==> config.mk <==
export PLATFORM = sky130hd
export DESIGN_NAME = pchg_timing_tracker
export DESIGN_NICKNAME = d
export VERILOG_FILES = /design/src/rtl/pchg_pkg.sv /design/src/rtl/pchg_cfg_reg.sv /design/src/rtl/pchg_down_counter.sv /design/src/rtl/pchg_viol_fsm.sv /design/src/rtl/pchg_timing_tracker.sv
export SDC_FILE = /design/constraint.sdc
export NUM_CORES = 1
export LEC_CHECK = 0
export BUFFER_PORTS_ARGS = -buffer_cell sky130_fd_sc_hd__buf_2
export CAP_MARGIN = 40
export CORE_AREA = 5 5 298 300
export DETAILED_ROUTE_END_ITERATION = 16
export DIE_AREA = 0 0 303 305
export PLACE_DENSITY = 0.42
export SLEW_MARGIN = 10
export SYNTH_ARGS = -nofsm -noshare
export SYNTH_HDL_FRONTEND = slang
export SYNTH_SLANG_ARGS = --single-unit
==> constraint.sdc <==
create_clock -name clk -period 2.6 [get_ports clk]
set_input_delay 0.52 -clock clk [delete_from_list [all_inputs] [get_ports clk]]
set_output_delay 0.52 -clock clk [all_outputs]
set_load 0.005 [all_outputs]
==> src/rtl/pchg_pkg.sv <==
package pchg_pkg;
    typedef enum logic [1:0] {
        CMD_NOP = 2'b00,
        CMD_RD  = 2'b01,
        CMD_WR  = 2'b10,
        CMD_PRE = 2'b11
    } cmd_e;

    localparam int GAP_W  = 5;
    localparam int PP_W   = 4;
    localparam int CFG_W  = 16;

    typedef struct packed {
        logic [GAP_W-1:0] wr_gap;
        logic [GAP_W-1:0] rd_gap;
        logic [PP_W-1:0]  pp_gap;
    } gaps_t;

    function automatic logic [GAP_W-1:0] gap_to_load(input logic [GAP_W-1:0] g);
        return (g == '0) ? '0 : GAP_W'(g - 1'b1);
    endfunction
endpackage

==> src/rtl/pchg_cfg_reg.sv <==
module pchg_cfg_reg
    import pchg_pkg::*;
(
    input  logic             clk,
    input  logic             rst_n,
    input  logic             we,
    input  logic [CFG_W-1:0] wdata,
    output logic [CFG_W-1:0] rdata,
    output gaps_t            gaps
);
    logic [CFG_W-1:0] cfg_q;

    always_ff @(posedge clk) begin
        if (!rst_n)
            cfg_q <= '0;
        else if (we)
            cfg_q <= wdata & 16'hFFFC;
    end

    assign rdata       = cfg_q;
    assign gaps.wr_gap = cfg_q[15:11];
    assign gaps.rd_gap = cfg_q[10:6];
    assign gaps.pp_gap = cfg_q[5:2];

    // stored value follows the last write with the low pair cleared
    assert_cfg_store_R2: assert property (@(posedge clk) disable iff (!rst_n)
        we |=> (cfg_q == {$past(wdata[15:2]), 2'b00}));
endmodule

==> src/rtl/pchg_down_counter.sv <==
module pchg_down_counter #(
    parameter int W = 5
) (
    input  logic         clk,
    input  logic         rst_n,
    input  logic         load,
    input  logic [W-1:0] load_val,
    output logic         zero
);
    logic [W-1:0] cnt;

    always_ff @(posedge clk) begin
        if (!rst_n)
            cnt <= '0;
        else if (load)
            cnt <= load_val;
        else if (cnt != '0)
            cnt <= cnt - 1'b1;
    end

    assign zero = (cnt == '0);

    // a running counter without a reload drops by exactly one per cycle
    assert_cnt_decay_R3: assert property (@(posedge clk) disable iff (!rst_n)
        (!load && cnt != '0) |=> (cnt == $past(cnt) - 1'b1));
    // a reload replaces whatever the counter held
    assert_cnt_reload_R7: assert property (@(posedge clk) disable iff (!rst_n)
        load |=> (cnt == $past(load_val)));
endmodule

==> src/rtl/pchg_viol_fsm.sv <==
module pchg_viol_fsm (
    input  logic clk,
    input  logic rst_n,
    input  logic early_pre,
    input  logic clr,
    output logic viol
);
    typedef enum logic {VIOL_CLEAR, VIOL_SET} viol_st_e;
    viol_st_e st_q, st_d;

    always_ff @(posedge clk) begin
        if (!rst_n)
            st_q <= VIOL_CLEAR;
        else
            st_q <= st_d;
    end

    always_comb begin
        st_d = st_q;
        unique case (st_q)
            VIOL_CLEAR: if (early_pre) st_d = VIOL_SET;
            VIOL_SET:   if (clr && !early_pre) st_d = VIOL_CLEAR;
            default:    st_d = VIOL_CLEAR;
        endcase
    end

    always_comb begin
        viol = (st_q == VIOL_SET);
    end

    // flag stays set until a clear
    assert_viol_sticky_R8: assert property (@(posedge clk) disable iff (!rst_n)
        (viol && !clr) |=> viol);
    // clear without a concurrent early PRE empties the flag
    assert_viol_clear_R9: assert property (@(posedge clk) disable iff (!rst_n)
        (clr && !early_pre) |=> !viol);
endmodule

==> src/rtl/pchg_timing_tracker.sv <==
module pchg_timing_tracker
    import pchg_pkg::*;
#(
    parameter int NUM_RANKS = 4,
    parameter int NUM_BANKS = 8,
    localparam int RANK_W   = $clog2(NUM_RANKS),
    localparam int BANK_W   = $clog2(NUM_BANKS),
    localparam int NUM_RB   = NUM_RANKS * NUM_BANKS,
    localparam int IDX_W    = $clog2(NUM_RB)
) (
    input  logic              clk,
    input  logic              rst_n,
    input  logic              cfg_we,
    input  logic [15:0]       cfg_wdata,
    output logic [15:0]       cfg_rdata,
    input  logic              cmd_valid,
    input  logic [1:0]        cmd_type,
    input  logic [RANK_W-1:0] cmd_rank,
    input  logic [BANK_W-1:0] cmd_bank,
    input  logic              viol_clr,
    output logic [NUM_RB-1:0] pre_ok,
    output logic              viol
);
    gaps_t              gaps;
    logic [GAP_W-1:0]   wr_load_val, rd_load_val;
    logic [PP_W-1:0]    pp_load_val;
    logic               is_rd, is_wr, is_pre;
    logic [IDX_W-1:0]   cmd_idx;
    logic               early_pre;
    logic [NUM_RANKS-1:0] rank_pp_zero;
    logic [NUM_RANKS-1:0] rank_any_ok;

    pchg_cfg_reg u_cfg (
        .clk   (clk),
        .rst_n (rst_n),
        .we    (cfg_we),
        .wdata (cfg_wdata),
        .rdata (cfg_rdata),
        .gaps  (gaps)
    );

    assign is_rd  = cmd_valid && (cmd_e'(cmd_type) == CMD_RD);
    assign is_wr  = cmd_valid && (cmd_e'(cmd_type) == CMD_WR);
    assign is_pre = cmd_valid && (cmd_e'(cmd_type) == CMD_PRE);
    assign cmd_idx = IDX_W'(cmd_rank) * IDX_W'(NUM_BANKS) + IDX_W'(cmd_bank);

    assign wr_load_val = gap_to_load(gaps.wr_gap);
    assign rd_load_val = gap_to_load(gaps.rd_gap);
    assign pp_load_val = PP_W'(gap_to_load(GAP_W'(gaps.pp_gap)));

    for (genvar r = 0; r < NUM_RANKS; r++) begin : g_rank
        logic hit_rank;
        assign hit_rank = (cmd_rank == RANK_W'(r));

        pchg_down_counter #(.W(PP_W)) u_pp_cnt (
            .clk      (clk),
            .rst_n    (rst_n),
            .load     (is_pre && hit_rank),
            .load_val (pp_load_val),
            .zero     (rank_pp_zero[r])
        );

        for (genvar b = 0; b < NUM_BANKS; b++) begin : g_bank
            logic hit_rb, wr_zero, rd_zero;
            assign hit_rb = hit_rank && (cmd_bank == BANK_W'(b));

            pchg_down_counter #(.W(GAP_W)) u_wr_cnt (
                .clk      (clk),
                .rst_n    (rst_n),
                .load     (is_wr && hit_rb),
                .load_val (wr_load_val),
                .zero     (wr_zero)
            );

            pchg_down_counter #(.W(GAP_W)) u_rd_cnt (
                .clk      (clk),
                .rst_n    (rst_n),
                .load     (is_rd && hit_rb),
                .load_val (rd_load_val),
                .zero     (rd_zero)
            );

            assign pre_ok[r*NUM_BANKS+b] = wr_zero && rd_zero && rank_pp_zero[r];
        end

        assign rank_any_ok[r] = |pre_ok[r*NUM_BANKS +: NUM_BANKS];
    end

    assign early_pre = is_pre && !pre_ok[cmd_idx];

    pchg_viol_fsm u_viol (
        .clk       (clk),
        .rst_n     (rst_n),
        .early_pre (early_pre),
        .clr       (viol_clr),
        .viol      (viol)
    );

    // a write with spacing above one blocks its bank on the next cycle
    assert_wr_blocks_R3: assert property (@(posedge clk) disable iff (!rst_n)
        (is_wr && gaps.wr_gap > 5'd1) |=> !pre_ok[$past(cmd_idx)]);
    // a read with spacing above one blocks its bank on the next cycle
    assert_rd_blocks_R4: assert property (@(posedge clk) disable iff (!rst_n)
        (is_rd && gaps.rd_gap > 5'd1) |=> !pre_ok[$past(cmd_idx)]);
    // a precharge with spacing above one blocks its whole rank
    assert_pp_blocks_R5: assert property (@(posedge clk) disable iff (!rst_n)
        (is_pre && gaps.pp_gap > 4'd1) |=> !rank_any_ok[$past(cmd_rank)]);
    // an early precharge raises the flag
    assert_early_flag_R8: assert property (@(posedge clk) disable iff (!rst_n)
        early_pre |=> viol);
endmodule

* Yosys cells after proc, flatten, opt, wreduce, memory -nomap -nowiden
Index checks and enable logic that the tools add are counted.
** Cells by class
- Equal/unequal tests :: 13
- Bitwise gates (word level) :: 1
- Mux-type cells :: 144
- $lt $le $gt $ge :: 1
- Reductions and logical operators :: 380
- $add $sub $neg :: 72
** Operators by type and width (count)
- 5-bit two-way mux :: 130
- 5-bit zero test :: 66
- 5-bit by 1-bit subtractor with 5-bit output, second input constant :: 66
- 5-bit nonzero test :: 64
- 1-bit logical AND :: 169
- 2-bit nonzero test :: 68
- 4-bit two-way mux :: 9
- 4-bit zero test :: 5
- 4-bit by 1-bit subtractor with 4-bit output, second input constant :: 5
- 4-bit nonzero test :: 4
- 3-bit == test, second input constant :: 4
- 2-bit == test, second input constant :: 4
- 3-bit by 2-bit == test with 1-bit output, second input constant :: 2
- 5-bit by 6-bit less-than comparator with 1-bit output, second input constant :: 1
- 5-bit by 3-bit adder with 5-bit output :: 1
- 1-bit binary-select mux with 5-bit select :: 1
- 2-bit by 1-bit == test with 1-bit output, second input constant :: 2
- 3-bit by 1-bit == test with 1-bit output, second input constant :: 1
- 3-bit zero test :: 1
- 1-bit two-way mux :: 3
- 1-bit zero test :: 2
- 2-bit zero test :: 1
- 1-bit one-hot mux with 2 select lines :: 1
- 1-bit NOT :: 1
** Word-level totals
- Word-level logic and storage cells :: 681
- Register bits after elaboration :: 351
- Bits of input ports :: 28

* Logic depth before layout (Yosys ltp)
- Depth after elaboration :: 11
- Mapped depth :: 9

* Cells and area by module
From an unflattened synthesis, not the netlist that was laid out.
** Unflattened totals
- Cell total of the unflattened synthesis :: 2570
- Area total of the unflattened synthesis :: 22112.5 µm²
** Modules (own cells, without submodules)
- pchg_down_counter (g_rank[0].g_bank[0].u_rd_cnt ...) :: area each 300.3 µm², seq. area each 100.1 µm², cells an instance 34, times used 64
- pchg_timing_tracker :: area each 1265.0 µm², seq. area each 0.0 µm², cells an instance 237, times used 1
- pchg_down_counter (g_rank[0].u_pp_cnt ...) :: area each 230.2 µm², seq. area each 80.1 µm², cells an instance 23, times used 4
- pchg_cfg_reg :: area each 666.9 µm², seq. area each 280.3 µm², cells an instance 62, times used 1
- pchg_viol_fsm :: area each 41.3 µm², seq. area each 20.0 µm², cells an instance 3, times used 1

* Worst setup path before layout
OpenSTA, ideal clock, no wires.
- Kind :: register to register
- Start :: reg g_rank[1].g_bank[0].u_rd_cnt.cnt[0]
- End :: reg u_viol.st_q, in the netlist u_viol.viol
- Path buffers :: 1
- Arrival :: 2.241 ns
- Library setup time :: 0.136 ns
- Path slack :: 0.223 ns
- Data required time :: 2.464 ns
- Stages on the path, launching flop included :: 10
- Path through :: dfxtp_1 > inv_1 > ha_1 > or4b_1 > buf_2 > or2_1 > mux4_2 > or3_1 > a21oi_1 > a211oi_1
** Between the ends
- Longest elaborated chain between the ends :: 11
- Elaborated cells between the ends (all ways) :: 12
- Those cells by class :: mux (5); reduce/logical (7)
** Ends and longest elaborated chain
- start, declared :: line pchg_down_counter.sv:10 : logic [W-1:0] cnt;
- start signal, assigned :: line pchg_down_counter.sv:16 : cnt <= load_val;
- start signal, assigned :: line pchg_down_counter.sv:18 : cnt <= cnt - 1'b1;
- 5-bit zero test * :: line pchg_down_counter.sv:21 : assign zero = (cnt == '0);
- 1-bit logical AND * (2 in a row) :: line pchg_timing_tracker.sv:83 : assign pre_ok[r*NUM_BANKS+b] = wr_zero && rd_zero && rank_pp_zero[r];
- 1-bit binary-select mux with 5-bit select * :: line pchg_timing_tracker.sv:89 : assign early_pre = is_pre && !pre_ok[cmd_idx];
- 1-bit two-way mux (implied by the code) * :: line pchg_timing_tracker.sv:89
- 1-bit zero test * :: line pchg_timing_tracker.sv:89
- 1-bit logical AND * :: line pchg_timing_tracker.sv:89
- 1-bit zero test :: line pchg_viol_fsm.sv:22 : VIOL_SET: if (clr && !early_pre) st_d = VIOL_CLEAR;
- 1-bit logical AND :: line pchg_viol_fsm.sv:22
- 1-bit two-way mux :: line pchg_viol_fsm.sv:22
- 1-bit one-hot mux with 2 select lines * :: line pchg_viol_fsm.sv:20 : unique case (st_q)
- end signal, assigned :: line pchg_viol_fsm.sv:15 : st_q <= st_d;
- end, declared :: line pchg_viol_fsm.sv:9 : viol_st_e st_q, st_d;
Mark *: on every way between the ends. The rest lies on a longest branch, timed or not. The select of a mux whose other input is x is not followed.
A chain may end at the register's enable or synchronous reset.

* Worst setup path after layout
- Start :: reg g_rank[0].u_pp_cnt.cnt[0]
- End :: out pre_ok[7]
** Between the ends
- Longest elaborated chain between the ends :: 2
** Ends and longest elaborated chain
- start, declared :: line pchg_down_counter.sv:10
- start signal, assigned :: line pchg_down_counter.sv:16
- start signal, assigned :: line pchg_down_counter.sv:18
- 4-bit zero test :: line pchg_down_counter.sv:21
- 1-bit logical AND :: line pchg_timing_tracker.sv:83
- end, declared :: line pchg_timing_tracker.sv:21 : output logic [NUM_RB-1:0] pre_ok,
No other way between the ends.

==> impl_summary.txt <==
----------------------------------------------------
[Synth]
  Adder-cell area share of the yosys netlist ... 7.901%
  Commonest register cell after synthesis ... dfxtp_1
  Mapped Cells ... 2,695
  Number of enable-type register cells in the synthesized netlist ... 0
  Mean area per synthesized cell ... 7.874 um^2
  Area fraction in compound gates after synthesis ... between 10% and 20%
  Distinct cell type count after synthesis ... 57
  Cell area after technology mapping ... 21,220 um^2
  Share of async-settable or async-resettable flops after synthesis ... 0%
  Xor and xnor fraction of the mapped netlist area ... 6.191%
  Fraction of the yosys area taken by sequential cells ... 33.12%
  Main combinational cell family by area after synthesis ... simple AND/OR/NAND/NOR gates
  Yosys synthesis warning count ... 0
  Synthesized-area fraction occupied by and/or/nand/nor cells ... 28.92%
  Total of flip-flops plus latches after synthesis ... between 300 and 400
  Multiplexer share of the synthesized area ... 1.415%

[Finish]
  Post-route core utilization ... between 30% and 40%
  Commonest cells after routing, fill and taps aside ... 391 x nand2_1, 325 x dfxtp_1, 197 x buf_4, 151 x nor3_1, 149 x o21ai_0
  Fill cell instance count of the final layout ... between 9k and 10k
  Fraction of final layout cells with drive strength greater than 1 ... 20.08%
  Number of nets at the end of the flow ... 3,066
  Leading cell type in the layout, fill and taps excluded ... nand2_1
  Area growth from synthesis to layout ... 26.61%

[Clock network]
  Post-CTS Hold Buffers ... 0
  CTS tree ... done
  Number of buffers created by CTS ... 46
  Clock transition at the registers of the reported paths ... around 0.050 ns
  Sink Count ... 351
  H-tree levels ... 2
  Worst-case clock buffer depth ... 3
  Later-pin clock latency in the skew report ... 0.59 ns
  Clock root buffer ... clkbuf_16

[Route]
  Routed WL per cell ... 17.16 um
  Number of nets still failing antenna checks after routing ... 0
  Via Count ... 19.48k
  Routed Wire Length ... 70,130 um
  DRC errors left ... 0
  Number of iterations in the first detailed-routing pass ... 5
  Vias/cell ... 4.768
  Drt first-iter violations ... 988

[Timing]
  RSZ-0062 raised after global routing ... true
  Period Utilization, post-route ... 100.0%
  Worst hold slack ... between 0.2 and 0.25 ns
  Achievable Freq ... 384.6 MHz
  Clk_skew ... ~0.024 ns
  Shortest period the worst path allows ... 2.600 ns
  Setup Viol. Count Final ... 1
  Worst relative slew slack ... 52.66%
  Least setup slack across all paths after layout ... -0.0004350 ns
  Slew Viols, Final ... 0
  Final hold violation count ... 0
  Slew of the pin with the lowest slew margin ... 0.7101 ns

[Die]
  Width of the die ... approximately 300 um
  Die height ... about 310 um
  Number of I/O pins ... 77
  Core area ... 85,940 um^2
  Area of the die ... a little over 90,000 um^2
  Starting density of the core ... 24.69%
  Row Count ... 108

[Global routing]
  Via count of the first global-routing pass ... 19.02k
  Overflow left after global routing ... 0
  Antenna violations before repair ... 5
  Maximum number of pins on one net before global-route repair ... 148
  Total track usage ... 14.73%
  Global-route wire length before repair ... 108,300 um

[Setup path]
  Maximum fanout encountered on the critical timing path ... 7
  Data arrival time at the worst-slack endpoint ... around 2.1 ns
  Crit path launch type ... register
  Worst EP required ... 2.08 ns
  Kind of critical path ... reg2out
  Endpoint kind of the worst setup timing path ... output port

[Place]
  Post-DP HPWL ... 45,020 um
  Placer Congestion ... 0.8152
  Quantity of I/O buffers inserted on ports ... 72

[Flow run]
  Number of max-capacitance violations reported ... 0

[Run status]
  Failing checks ... setup timing
  Run status ... complete, but fails checks

[Pwr]
  Maximum vdd drop ... 0.4695 mV
  Leak Pwr ... 0.01198 uW
  PwrDens ... 1379 nW/um^2

[Hold path]
  Type of the worst min-delay path ... in2reg

----------------------------------------------------
worst max-delay path, stage by stage, from the launching register on:
cell,delay [ns]
dfxtp_2,0.33
inv_2,0.08
ha_4,0.15
or3b_4,0.51
nor3_4,0.26
buf_2,0.15
flip-flops by register name, summed over array words and instances (netlist names):
name                        cells
g_rank.g_bank.u_rd_cnt.cnt    160
g_rank.g_bank.u_wr_cnt.cnt    160
g_rank.u_pp_cnt.cnt            16
u_cfg.rdata                    14
u_viol.viol                     1
cell families (layout without fill, tap and decap cells):
logic type | Yosys count | after routing
AND/OR/NAND/NOR | 1229 | 1229
AO/OA/AOI/OAI | 518 | 518
flip-flops | 351 | 351
buffers and inverters | 285 | 518
XOR/XNOR | 150 | 150
adder cells (fa/ha/maj) | 134 | 134
multiplexers | 27 | 27
other | 1 | 4
report_power, final:
part / switching [uW] / total [uW] / internal, uW
Clock: 2520 / 6040 / 3520
Combinational: 10400 / 21300 / 10900
Sequential: 1980 / 9690 / 7710
Total: 14900 / 37100 / 22200
final cells by class:
class	count	area [um^2]	share of cell area, %
Inverter	145	544.3	2.026
Clock inverter	8	43.79	0.1630
Sequential cell	351	7059	26.28
Clock buffer	65	1334	4.965
Antenna cell	2	5.005	0.01863
Multi-Input combinational cell	2060	13980	52.03
Timing Repair Buffer	300	2457	9.147
Tap cell	1155	1445	5.379
stage by stage:
step                setup WS [ns]  power, uW  setup TNS, ns  std cells  cell area, um^2
floorplan                  0.2227      23390              0       2696            21220
global placement          0.06563      27490              0       3920            23870
detailed placement        0.07439      27990              0       3921            23900
CTS                       -0.1213      36440        -0.3851       4058            26420
global route             -0.04665      40550        -0.3663       4084            26860
finish                 -0.0004350      37060     -0.0004350       4086            26870
final timing paths:
kind / to / slack [ns] / depth (start not counted) / start
worst max-delay path: pre_ok[7] / -0.0004 / 5 / g_rank[0].u_pp_cnt.cnt[0]
worst min register to register: u_cfg.rdata[12] / 0.57 / 2 / u_cfg.rdata[12]
worst max register to register: g_rank[1].g_bank[0].u_rd_cnt.cnt[2] / 0.07 / 18 / g_rank[1].g_bank[0].u_rd_cnt.cnt[0]
worst min-delay path: u_cfg.rdata[8] / 0.21 / 3 / cfg_wdata[8]
synthesized netlist by cell type, drive strengths merged, types with 4 or more instances:
library cell	n	area [um^2]
nor2b	74	462.9
nor3b	5	37.54
buf	14	90.08
o211a	90	900.9
xor2	62	543.0
o22ai	7	43.79
a21boi	69	518.0
nand2b	5	31.28
nor3	174	870.8
dfxtp	351	7027
nor4b	24	210.2
o21ai	149	745.7
a211o	13	113.9
or4b	24	240.2
nand2	404	1516
o21a	9	67.56
inv	145	544.3
o211ai	46	345.3
or3	53	331.6
ha	134	1677
xnor2	88	770.7
nor2	137	514.2
or3b	4	35.03
nand3	132	660.6
a221o	37	370.4
a211oi	5	37.54
mux2i	21	210.2
or2	4	25.03
and3	31	193.9
nand3b	5	37.54
a21oi	80	400.4
mux2	4	45.04
clkbuf	126	474.2
and2	141	882.1
routing by layer:
| metal | part of all wire, % | track usage [%] | vias to the layer above |
|---|---|---|---|
| met5 | 0 | 0 | - |
| met4 | 2.7 | 4.367 | 0 |
| li1 | - | - | 9728 |
| met1 | 46 | 19.64 | 9313 |
| met3 | 4.7 | 2.442 | 109 |
| met2 | 46 | 24.49 | 332 |
what timing repair did:
item | in CTS | in global routing
buffers inserted | 68 | 28
gates resized for setup | 187 | 71
endpoints found under the setup margin | 30 | 33
pin swaps | 23 | 19
cloned | 0 | 0
No activity file was read; power rests on OpenSTA's default activity.
